[src/rtl/rr_assoc_pkg.sv]
package rr_assoc_pkg;

    typedef enum logic [1:0] {
        OP_READ  = 2'b00,
        OP_WRITE = 2'b01,
        OP_FETCH = 2'b10,
        OP_RSVD  = 2'b11
    } op_e;

    typedef enum logic [2:0] {
        ST_IDLE,
        ST_RD_HIT,
        ST_WR_HIT,
        ST_FILL,
        ST_EVICT,
        ST_WR_MISS
    } rsp_state_e;

endpackage

[src/rtl/rr_tag_match.sv]
module rr_tag_match #(
    parameter int LINES  = 4,
    parameter int TAG_W  = 29,
    parameter int LINE_W = 2
) (
    input  logic [TAG_W-1:0]  tag_q [LINES],
    input  logic [LINES-1:0]  valid_q,
    input  logic [TAG_W-1:0]  probe,
    output logic [LINES-1:0]  match_vec,
    output logic              any_hit,
    output logic [LINE_W-1:0] hit_line
);

    for (genvar g = 0; g < LINES; g++) begin : g_cmp
        assign match_vec[g] = valid_q[g] && (tag_q[g] == probe);
    end

    assign any_hit = |match_vec;

    // lowest-numbered matching line wins
    always_comb begin
        hit_line = '0;
        for (int i = LINES - 1; i >= 0; i--) begin
            if (match_vec[i]) hit_line = LINE_W'(i);
        end
    end

endmodule

[src/rtl/rr_victim_ptr.sv]
module rr_victim_ptr #(
    parameter int LINE_W = 2
) (
    input  logic              clk,
    input  logic              rst_n,
    input  logic              advance,
    output logic [LINE_W-1:0] ptr
);

    always_ff @(posedge clk) begin
        if (!rst_n)       ptr <= '0;
        else if (advance) ptr <= ptr + 1'b1;
    end

endmodule

[src/rtl/rr_assoc_tags.sv]
module rr_assoc_tags
    import rr_assoc_pkg::*;
#(
    parameter int CACHE_BYTES = 32,
    parameter int LINE_BYTES  = 8,
    localparam int LINES  = CACHE_BYTES / LINE_BYTES,
    localparam int LINE_W = $clog2(LINES),
    localparam int OFF_W  = $clog2(LINE_BYTES),
    localparam int TAG_W  = 32 - OFF_W
) (
    input  logic              clk,
    input  logic              rst_n,
    input  logic              req_valid,
    input  logic [1:0]        req_op,
    input  logic [31:0]       req_addr,
    output logic              rsp_valid,
    output logic              rsp_hit,
    output logic              rsp_alloc,
    output logic              rsp_evict,
    output logic              rsp_wr_upd,
    output logic [LINE_W-1:0] rsp_line
);

    logic [TAG_W-1:0]  tag_q [LINES];
    logic [LINES-1:0]  valid_q;
    logic [TAG_W-1:0]  req_tag;
    logic [LINES-1:0]  match_vec;
    logic              any_hit;
    logic [LINE_W-1:0] hit_line;
    logic [LINE_W-1:0] vptr;
    logic              is_wr;
    logic              alloc;
    logic              unused_offset;

    rsp_state_e        state_q, state_d;
    logic [LINE_W-1:0] line_q, line_d;

    assign req_tag       = req_addr[31:OFF_W];
    assign unused_offset = ^req_addr[OFF_W-1:0];
    assign is_wr         = (op_e'(req_op) == OP_WRITE);
    assign alloc         = req_valid && !is_wr && !any_hit;

    rr_tag_match #(.LINES(LINES), .TAG_W(TAG_W), .LINE_W(LINE_W)) u_match (
        .tag_q     (tag_q),
        .valid_q   (valid_q),
        .probe     (req_tag),
        .match_vec (match_vec),
        .any_hit   (any_hit),
        .hit_line  (hit_line)
    );

    rr_victim_ptr #(.LINE_W(LINE_W)) u_vptr (
        .clk     (clk),
        .rst_n   (rst_n),
        .advance (alloc),
        .ptr     (vptr)
    );

    // tag array: no reset needed, guarded by valid bits
    always_ff @(posedge clk) begin
        if (alloc) tag_q[vptr] <= req_tag;
    end

    always_ff @(posedge clk) begin
        if (!rst_n)     valid_q       <= '0;
        else if (alloc) valid_q[vptr] <= 1'b1;
    end

    // next response state
    always_comb begin
        state_d = ST_IDLE;
        line_d  = line_q;
        if (req_valid) begin
            if (is_wr) begin
                state_d = any_hit ? ST_WR_HIT : ST_WR_MISS;
                line_d  = any_hit ? hit_line : '0;
            end else if (any_hit) begin
                state_d = ST_RD_HIT;
                line_d  = hit_line;
            end else begin
                state_d = valid_q[vptr] ? ST_EVICT : ST_FILL;
                line_d  = vptr;
            end
        end
    end

    always_ff @(posedge clk) begin
        if (!rst_n) begin
            state_q <= ST_IDLE;
            line_q  <= '0;
        end else begin
            state_q <= state_d;
            line_q  <= line_d;
        end
    end

    // outputs decoded from registered state
    always_comb begin
        rsp_valid  = 1'b1;
        rsp_hit    = 1'b0;
        rsp_alloc  = 1'b0;
        rsp_evict  = 1'b0;
        rsp_wr_upd = 1'b0;
        rsp_line   = line_q;
        unique case (state_q)
            ST_IDLE:    rsp_valid = 1'b0;
            ST_RD_HIT:  rsp_hit   = 1'b1;
            ST_WR_HIT: begin
                rsp_hit    = 1'b1;
                rsp_wr_upd = 1'b1;
            end
            ST_FILL:    rsp_alloc = 1'b1;
            ST_EVICT: begin
                rsp_alloc = 1'b1;
                rsp_evict = 1'b1;
            end
            ST_WR_MISS: rsp_valid = 1'b1;
            default:    rsp_valid = 1'b0;
        endcase
    end

endmodule

[config.mk]
export PLATFORM = sky130hd
export DESIGN_NAME = rr_assoc_tags
export DESIGN_NICKNAME = d
export VERILOG_FILES = /design/src/rtl/rr_assoc_pkg.sv /design/src/rtl/rr_tag_match.sv /design/src/rtl/rr_victim_ptr.sv /design/src/rtl/rr_assoc_tags.sv
export SDC_FILE = /design/constraint.sdc
export NUM_CORES = 1
export LEC_CHECK = 0
export ABC_AREA = 1
export ABC_CLOCK_PERIOD_IN_PS = 2310
export BUFFER_PORTS_ARGS = -buffer_cell sky130_fd_sc_hd__buf_2
export CAP_MARGIN = 20
export CORE_UTILIZATION = 45
export DETAILED_ROUTE_END_ITERATION = 8
export SLEW_MARGIN = 20
export SYNTH_ARGS = -nofsm -noshare
export SYNTH_HDL_FRONTEND = slang
export SYNTH_SLANG_ARGS = --single-unit
[constraint.sdc]
create_clock -name clk -period 2.31 [get_ports clk]
set_input_delay 0.1155 -clock clk [delete_from_list [all_inputs] [get_ports clk]]
set_output_delay 0.1155 -clock clk [all_outputs]
set_load 0.005 [all_outputs]
==> impl_metrics.env <==
export IMPL_synth_nets=1164
export IMPL_drcViolationCount=0
export IMPL_layout_nets=1248
export IMPL_io_pins=44
export IMPL_endpoint_kind="register"
export IMPL_crit_path_start="req_addr[16]"
export IMPL_synth_top_area_cell="edfxtp_1"
export IMPL_ff2ff_setup_slack_ns=0.21
export IMPL_drive_above_1_share_pct=11.0
export IMPL_final_core_util_pct=54.8
export IMPL_regArea_sq_mm=0.00370
export IMPL_synth_top_family_by_area="simple AND/OR/NAND/NOR gates"
export IMPL_pwr_share_seq_pct=42.3
export IMPL_power_density_mw_per_mm2=688
export IMPL_worst_pin_slew_ns=0.491
export IMPL_syn_to_final_growth_pct=19.1
export IMPL_fp_dieW_microns=132
export IMPL_fmax_ghz=0.463
export IMPL_setup_viol=0
export IMPL_grt_pass1_wl_microns=35700
export IMPL_vias=6875
export IMPL_diodes=0
export IMPL_synth_distinct_cells=22
export IMPL_place_ws_ns=0.175
export IMPL_p_int_w=0.00465
export IMPL_multi_input_area_sq_mm=0.00318
export IMPL_clk_path_buf_depth=2
export IMPL_finalSetupTns_ns=0
export IMPL_overflow=0
export IMPL_worstSkewPairLatency_ns=0.43
export IMPL_grt_antenna_before_repair=0
export IMPL_synth_xor_area_share_pct=0.803
export IMPL_start_util_pct=46.0
export IMPL_numCtsBuffers=17
export IMPL_hpwlAfterDp_microns=18800
export IMPL_hold_class="in2reg"
export IMPL_rr_startpoint="tag_q[50]"
export IMPL_syn_inst=1123
export IMPL_grt_setup_unrepaired="false"
export IMPL_synthSimpleGateAreaFrac_pct=38.9
export IMPL_power_switching_w=0.00161
export IMPL_synth_area_leaders="edfxtp_1 46%, nand2_1 27%, nor2_1 8.8%"
export IMPL_synth_seq_area_share_pct=48.5
export IMPL_routed_wl_microns=23900
export IMPL_path_max_fanout=9
export IMPL_portBuffers=40
export IMPL_p_clk_share_pct=45.7
export IMPL_yosys_area_top_type_share_pct=45.6
export IMPL_synthAdderAreaFrac_pct=0.656
export IMPL_fillers=1650
export IMPL_grt_max_degree=19
export IMPL_report_final_slew_viol_count=0
export IMPL_pwr_share_comb_pct=12.0
export IMPL_worst_setup_path_type="in2reg"
export IMPL_arrival_ns=2.30
export IMPL_finalClockSkew_ns=0.00696
export IMPL_rows=47
export IMPL_drtIter0Drc=846
export IMPL_r2r_cells=13
export IMPL_drv_cap=0
export IMPL_r2r_end="tag_q[63]"
export IMPL_ys_warn_count=0
export IMPL_firstDrtPassIters=5
export IMPL_wl_per_cell_microns=16.6
export IMPL_syn_area_sq_mm=0.00763
export IMPL_via_per_inst=4.77
export IMPL_crit_path_end="tag_q[1]"
export IMPL_startpoint_type="primary input"
export IMPL_track_usage_pct=28.5
export IMPL_status="complete, no violations"
export IMPL_slew_headroom_pct=67.1
export IMPL_synth_seq_cells=127
export IMPL_path_clk_slew_ns=0.06
export IMPL_ir_drop_mv=0.510
export IMPL_cts_sinks=127
export IMPL_grt_pass1_vias=6236
export IMPL_gp_congestion=0.949
export IMPL_ant_nets=0
export IMPL_syn_mean_instance_area_sq_um=6.80
export IMPL_whs_ns=0.0111
export IMPL_muxShareOfSynthArea_pct=0
export IMPL_root_buffer="clkbuf_16"
export IMPL_crit_required_ns=2.45
export IMPL_p_leak_nw=4.77
export IMPL_period_share_pct=93.5
export IMPL_cts_tree="yes"
export IMPL_netSwitchingFraction_pct=25.7
export IMPL_core_area_sq_mm=0.0166
export IMPL_dieArea_sq_mm=0.0175
export IMPL_cts_max_level=4
export IMPL_die_y_microns=132
export IMPL_finalHoldViolations=0
export IMPL_fin_ws_ns=0.151
export IMPL_period_minus_slack_ns=2.16
export IMPL_synth_compound_area_share_pct=1.18
## stage by stage
stage,total power [W],area [sq um],std cells
floorplan,0.00309,7630,1123
global placement,0.00340,8270,1391
detailed placement,0.00341,8270,1391
CTS,0.00626,9040,1438
global route,0.00645,9090,1440
finish,0.00626,9090,1440
## layer usage
metal	up-vias	GRT usage (%)	routed length [microns]
li1	3536	-	-
met1	3085	39.8	11000
met2	223	45.0	10900
met3	31	3.81	1410
met4	0	11.1	582
met5	-	0	0
## power groups by stage
stage          registers (W)  logic, W  clock network [W]
2_1_floorplan        0.00268  0.000410                  0
3_3_place_gp         0.00269  0.000713                  0
3_5_place_dp         0.00269  0.000715                  0
4_1_cts              0.00264  0.000738            0.00288
5_1_grt              0.00265  0.000837            0.00296
6_report             0.00265  0.000749            0.00286
## how the worst min path moves through the flow
stage          slack (ns)       endpoint         start  cells past startpoint
2_1_floorplan        0.21       tag_q[0]   req_addr[3]                      0
3_3_place_gp         0.39  u_vptr.ptr[0]         rst_n                      3
3_5_place_dp         0.40  u_vptr.ptr[0]         rst_n                      3
4_1_cts           0.00004     tag_q[104]  req_addr[20]                      1
5_1_grt              0.02      tag_q[75]  req_addr[20]                      1
6_report             0.01      tag_q[41]  req_addr[15]                      1
## Yosys cell counts (all sizes together)
master	instances
o21bai	1
xor2	2
nor3	1
edfxtp	116
dfxtp	11
xnor2	5
a21oi	9
clkinv	5
nand3	27
buf	2
ha	4
inv	193
nand2	557
o21ai	6
nor2	184
## cells by family after synthesis
family	count (synthesis)
DFF	127
AOI/OAI and AO/OA	16
adders and majority gates	4
xor gates and xnor gates	7
buffers and inverters	200
and+or+nand+nor	769
## worst max-delay path, stage by stage
cell and delay, ns:
dlygate4sd3_1 0.53, buf_2 0.18, inv_2 0.09, nand2_1 0.15, nand2_1 0.15, inv_1 0.05
nand2_1 0.05, nor2_1 0.05, nand2_1 0.09, nor2_1 0.04, nand2_1 0.08, nand2_2 0.08
nor2_4 0.16, nand3_2 0.13, inv_4 0.14, clkbuf_16 0.19
## layout by cell type (no fill, tap or decap)
cell	n
a21oi_1	7
nor2_2	4
clkbuf_16	18
buf_4	3
inv_6	1
clkbuf_1	2
edfxtp_1	116
dlygate4sd3_1	15
o21ai_0	6
nand2_1	550
inv_1	159
nor2_1	178
clkinvlp_4	2
nand3_1	24
buf_2	39
inv_4	1
ha_1	4
nor3_1	1
xnor2_1	5
dfxtp_1	11
xor2_1	2
clkinv_2	2
o21bai_1	1
a21oi_2	2
buf_12	8
nand3_2	3
inv_2	33
clkinv_4	4
clkinv_1	5
nand2_2	7
bufinv_16	4
nor2_4	2
clkbuf_4	1
## sequential cells by signal, summed over array words and instances (netlist names)
| name | flops |
|---|---|
| tag_q | 116 |
| state_q | 3 |
| rsp_line | 2 |
| u_vptr.ptr | 2 |
| valid_q | 4 |
## layout make-up
| type | instances | share of cell area, % |
|---|---|---|
| clock buffer | 19 | 4.76 |
| clock inverter | 13 | 2.08 |
| inverter | 198 | 8.21 |
| multi-input combinational | 796 | 35.0 |
| sequential | 127 | 40.8 |
| tap | 220 | 3.03 |
| timing repair buffer | 67 | 6.17 |
## timing repair
action / 4_1_cts / 5_1_grt
hold buffers: 15 / 0
buffers inserted: 0 / 1
hold endpoints to repair: 54 / 0
setup endpoints to repair: 0 / 116
gates resized for setup: 0 / 9
Note: power is estimated with default switching activity, not from simulation.
